## config.mk

```make
export PLATFORM = sky130hd
export DESIGN_NAME = stepper_gray_seq
export DESIGN_NICKNAME = d
export VERILOG_FILES = /design/src/rtl/stepper_gray_pkg.sv /design/src/rtl/stepper_rst_sync.sv /design/src/rtl/stepper_period_cnt.sv /design/src/rtl/stepper_phase_gen.sv /design/src/rtl/stepper_gray_seq.sv
export SDC_FILE = /design/constraint.sdc
export NUM_CORES = 1
export LEC_CHECK = 0
export ABC_AREA = 1
export BUFFER_PORTS_ARGS = -buffer_cell sky130_fd_sc_hd__buf_2
export CORE_ASPECT_RATIO = 0.75
export CORE_UTILIZATION = 45
export DETAILED_ROUTE_END_ITERATION = 12
export PLACE_DENSITY_LB_ADDON = 0.05
export SYNTH_ARGS = -nofsm -noshare
export SYNTH_HDL_FRONTEND = slang
export SYNTH_SLANG_ARGS = --single-unit
```

## constraint.sdc

```tcl
create_clock -name clk -period 1.3 [get_ports clk]
set_input_delay 0.065 -clock clk [delete_from_list [all_inputs] [get_ports clk]]
set_output_delay 0.065 -clock clk [all_outputs]
set_load 0.1 [all_outputs]
```

## src/rtl/stepper_gray_pkg.sv

```systemverilog
package stepper_gray_pkg;

  typedef logic [1:0] phase_idx_t;

  // Binary phase index to the 2-bit reflected code seen on the pins.
  function automatic logic [1:0] idx_to_gray(input phase_idx_t idx);
    return idx ^ (idx >> 1);
  endfunction

endpackage

```

## src/rtl/stepper_rst_sync.sv

```systemverilog
module stepper_rst_sync #(
  parameter int STAGES = 2
) (
  input  logic clk,
  input  logic rst_n,
  output logic rst_sync_n
);

  logic [STAGES-1:0] chain_q;

  always_ff @(posedge clk or negedge rst_n) begin
    if (!rst_n) begin
      chain_q <= '0;
    end else begin
      chain_q <= {chain_q[STAGES-2:0], 1'b1};
    end
  end

  assign rst_sync_n = chain_q[STAGES-1];

endmodule

```

## src/rtl/stepper_period_cnt.sv

```systemverilog
module stepper_period_cnt #(
  parameter int PERIOD_W = 16
) (
  input  logic                clk,
  input  logic                rst_n,
  input  logic                clr_i,
  input  logic                run_i,
  input  logic [PERIOD_W-1:0] period_i,
  output logic                step_o
);

  logic [PERIOD_W-1:0] cnt_q;
  logic [PERIOD_W-1:0] cnt_d;
  logic                cnt_en;
  logic                hit;

  assign hit    = (cnt_q >= period_i);
  assign step_o = run_i && !clr_i && hit;
  assign cnt_en = clr_i || run_i;

  always_comb begin
    cnt_d = cnt_q;
    if (clr_i) begin
      cnt_d = '0;
    end else if (run_i) begin
      cnt_d = hit ? '0 : cnt_q + 1'b1;
    end
  end

  always_ff @(posedge clk or negedge rst_n) begin
    if (!rst_n) begin
      cnt_q <= '0;
    end else if (cnt_en) begin
      cnt_q <= cnt_d;
    end
  end


  cnt_clear_chk: assert property (@(posedge clk) disable iff (!rst_n)
    clr_i |=> (cnt_q == '0));


  cnt_hold_chk: assert property (@(posedge clk) disable iff (!rst_n)
    (!clr_i && !run_i) |=> $stable(cnt_q));


  cnt_restart_chk: assert property (@(posedge clk) disable iff (!rst_n)
    step_o |=> (cnt_q == '0));

endmodule

```

## src/rtl/stepper_phase_gen.sv

```systemverilog
module stepper_phase_gen
  import stepper_gray_pkg::*;
(
  input  logic       clk,
  input  logic       rst_n,
  input  logic       clr_i,
  input  logic       step_i,
  input  logic       down_i,
  output logic [1:0] gray_o
);

  phase_idx_t idx_q;
  phase_idx_t idx_d;
  logic       idx_en;

  assign idx_en = clr_i || step_i;

  always_comb begin
    idx_d = idx_q;
    if (clr_i) begin
      idx_d = '0;
    end else if (step_i) begin
      idx_d = down_i ? idx_q - 1'b1 : idx_q + 1'b1;
    end
  end

  always_ff @(posedge clk or negedge rst_n) begin
    if (!rst_n) begin
      idx_q <= '0;
    end else if (idx_en) begin
      idx_q <= idx_d;
    end
  end

  assign gray_o = idx_to_gray(idx_q);


  one_bit_step_chk: assert property (@(posedge clk) disable iff (!rst_n)
    (step_i && !clr_i) |=> ($countones(gray_o ^ $past(gray_o)) == 1));


  phase_hold_chk: assert property (@(posedge clk) disable iff (!rst_n)
    (!step_i && !clr_i) |=> $stable(gray_o));


  phase_clear_chk: assert property (@(posedge clk) disable iff (!rst_n)
    clr_i |=> (gray_o == 2'b00));

endmodule

```

## src/rtl/stepper_gray_seq.sv

```systemverilog
module stepper_gray_seq #(
  parameter int PERIOD_W = 16
) (
  input  logic                clk,
  input  logic                rst_n,
  input  logic                enable,
  input  logic                dir_down,
  input  logic                wave_mode,
  input  logic [PERIOD_W-1:0] period,
  output logic                phase_a,
  output logic                phase_b
);

  logic       rst_sync_n;
  logic       clr;
  logic       step;
  logic [1:0] gray;

  assign clr = !enable;

  stepper_rst_sync #(.STAGES(2)) u_rst_sync (
    .clk        (clk),
    .rst_n      (rst_n),
    .rst_sync_n (rst_sync_n)
  );

  stepper_period_cnt #(.PERIOD_W(PERIOD_W)) u_period_cnt (
    .clk      (clk),
    .rst_n    (rst_sync_n),
    .clr_i    (clr),
    .run_i    (wave_mode),
    .period_i (period),
    .step_o   (step)
  );

  stepper_phase_gen u_phase_gen (
    .clk    (clk),
    .rst_n  (rst_sync_n),
    .clr_i  (clr),
    .step_i (step),
    .down_i (dir_down),
    .gray_o (gray)
  );

  assign phase_a = gray[0];
  assign phase_b = gray[1];


  disabled_zero_chk: assert property (@(posedge clk) disable iff (!rst_sync_n)
    !enable |=> ({phase_b, phase_a} == 2'b00));


  wave_off_hold_chk: assert property (@(posedge clk) disable iff (!rst_sync_n)
    (enable && !wave_mode) |=> ($stable(phase_a) && $stable(phase_b)));

endmodule

```

==> flow_summary.json <==
{
  "grt_usage_pct": 21.51,
  "drv_slew": 0,
  "wl_per_cell_um": 12.68,
  "critical_path.max_fanout": 15,
  "violations": "negative setup slack",
  "dp.cells": 277,
  "crit_buf_inv": 1,
  "diodes": 0,
  "hp-class": "input port to flip-flop",
  "rsz0062_at_grt": "true",
  "dpl.hpwl_mm": 2.728,
  "routed_via_density": 5.011,
  "syn_area_per_cell_um2": 7.692,
  "final_cell_mix": "nand2_1 (45), inv_1 (28), buf_4 (22)",
  "ys.warnings.count": 0,
  "synth_cell_types": 25,
  "overflow": 0,
  "fillCellCount": 241,
  "antenna_found_initial": 0,
  "grt_pass1_wl_mm": 5.637,
  "portBuffers": 22,
  "status": "finished with violations",
  "cp.arrival_ps": 1830,
  "p_per_area_nw_per_um2": 615.8,
  "synthCells": 196,
  "worst_slack_ps": -336.8,
  "crit_family": "compound AO/OA/AOI/OAI gates",
  "crit_chain": "ha_1 > a21oi_1 > a21oi_1 > nor2_2 > nand3_2 > buf_12 > o21ai_2",
  "chipWidth_um": 68.84,
  "cp-start-kind": "flip-flop",
  "ys_ff_latch": 20,
  "drc": 0,
  "hold_viol_final": 0,
  "vdd_drop_max_uv": 539.9,
  "die_area_um2": 3588,
  "core_um2": 3063,
  "finalCriticalPeriod_ps": 1637,
  "skew_ps": 5.037,
  "clock_path_buffers": 2,
  "cap_violations": 0,
  "slowest_delay_ps": 390,
  "seqCellArea_um2": 504.2,
  "yosysSeqAreaShare_pct": 33.20,
  "insertion_delay_ps": 260,
  "final_common_cell": "nand2_1",
  "drtIter0Drc": 41,
  "area_delta_synth_final_pct": 42.24,
  "cp_slowest_cell": "dfrtp_1",
  "routed_wl_mm": 3.602,
  "tritoncts": "built",
  "ant_nets": 0,
  "grt_pass1_vias": 1351,
  "final-setup-viol-count": 18,
  "power.leakage_nw": 1.082,
  "root_buffer": "clkbuf_8",
  "endpoint_kind": "flip-flop",
  "cts.sinks": 20,
  "finalCritPeriodShare_pct": 125.9,
  "start_util_pct": 49.22,
  "cts.clk_slew.worst_paths_ps": 80,
  "num_vias": 1423,
  "layout-drive-gt1-share_pct": 39.02,
  "cpMostUsedCell": "a21oi_1",
  "grt_max_degree": 16,
  "syn-num-nets": 234,
  "die_h_um": 52.13,
  "routabilityCongestion": 0.8575,
  "htreeDepth": 1,
  "multi_input_area_um2": 1062,
  "cts_buffers": 3,
  "path_class": "flip-flop to flip-flop",
  "nNetsFinal": 285,
  "rows": 17,
  "post-route-util_pct": 70.02,
  "io_pins": 23,
  "max_clock_freq_mhz": 610.9,
  "stdcell_count": 284,
  "netlist_area_um2": 1508,
  "post-place-ws_ps": -357.4,
  "drtPass1Iterations": 4,
  "worstPathRequired_ps": 1490
}
[path summary, 6_finish.rpt]
check | end | slack [ps] | cells after the start | start
max | u_period_cnt.cnt_q[5] | -340 | 7 | u_period_cnt.cnt_q[11]
min | u_phase_gen.idx_q[0] | 80 | 3 | enable
max reg2reg | u_period_cnt.cnt_q[5] | -340 | 7 | u_period_cnt.cnt_q[11]
min reg2reg | u_period_cnt.cnt_q[4] | 150 | 0 | u_rst_sync.chain_q[1]
max in group asynchronous | u_phase_gen.idx_q[1] | 740 | 1 | u_rst_sync.chain_q[1]
min in group asynchronous | u_rst_sync.chain_q[0] | 110 | 2 | rst_n
[kinds of logic (layout without fill, tap and decap cells)]
kind of cell / Yosys count / in the layout / share of synthesized area [%]
AOI/OAI and AO/OA: 24 / 24 / 8.382
xor gates and xnor gates: 15 / 15 / 8.714
adders and majority gates: 17 / 17 / 14.11
buffers and inverters: 33 / 83 / 8.713
DFF: 20 / 20 / 33.20
other: 1 / 1 / 0.2487
and+or+nand+nor: 86 / 86 / 26.64
[flip-flops by register name (all words and copies together) (netlist names)]
name and count:
u_period_cnt.cnt_q 16, u_phase_gen.idx_q 2, u_rst_sync.chain_q 2
[report_power, final]
part / switching [mW] / internal (mW)
Clock: 0.212 / 0.270
Combinational: 0.105 / 0.0925
Sequential: 0.0108 / 0.630
Total: 0.328 / 0.993
[layer usage]
metal	share of wire (%)	vias up	GRT usage, %
met5	0	-	0
met4	0.53	0	3.401
met3	5.3	5	5.263
met2	49	46	36.76
met1	45	648	27.74
li1	-	724	-
[per-stage QoR]
stage	TNS (ps)	power, mW	instance area, um2	hold slack, ps
after floorplan	-3787	0.7352	1536	-230.6
after global placement	-5101	0.8093	1892	-150.3
after detailed placement	-5745	0.8188	1892	-149.0
after CTS	-5387	1.312	2033	76.72
after global routing	-7976	1.387	2145	79.39
final	-5592	1.321	2145	84.63
[cell type report]
class                      instances  share of cell area [%]
sequential                        20                   23.51
multi-input combinational        143                   49.53
clock buffer                       4                   2.567
tap                               38                   2.217
timing repair buffer              49                   16.92
inverter                          30                   5.251
[worst min-delay path, delay by kind of cell]
family                 cells  cell delay [ps]
AND/OR/NAND/NOR            2              110
buffers and inverters      1              130
[repair_timing]
action / CTS / global route
pin swaps: 4 / 7
setup endpoints to repair: 18 / 18
resized for setup: 19 / 16
setup buffers: 0 / 2
hold endpoints to repair: 2 / 0
hold buffers: 1 / 0
[synth_stat cells]
library cell / n / share of area [%]
inv_2: 2 / 0.50
nor2_2: 2 / 0.83
dfrtp_1: 20 / 33
o21ai_1: 13 / 4.3
nand2_2: 2 / 0.83
o21ai_0: 2 / 0.66
a21oi_1: 6 / 2.0
nand4_1: 6 / 2.5
nor2_4: 3 / 2.2
nand3b_1: 1 / 0.50
buf_4: 2 / 1.0
nand3_1: 5 / 1.7
ha_1: 17 / 14
xor2_1: 9 / 5.2
conb_1: 1 / 0.25
o22ai_1: 1 / 0.42
o21bai_1: 1 / 0.50
nand2_1: 50 / 12
xnor2_1: 6 / 3.5
inv_1: 28 / 7.0
nor2_1: 13 / 3.2
o21a_1: 1 / 0.50
clkbuf_1: 1 / 0.25
nor4_1: 1 / 0.42
nand3_2: 3 / 2.0
No activity file was read; power rests on OpenSTA's default activity.
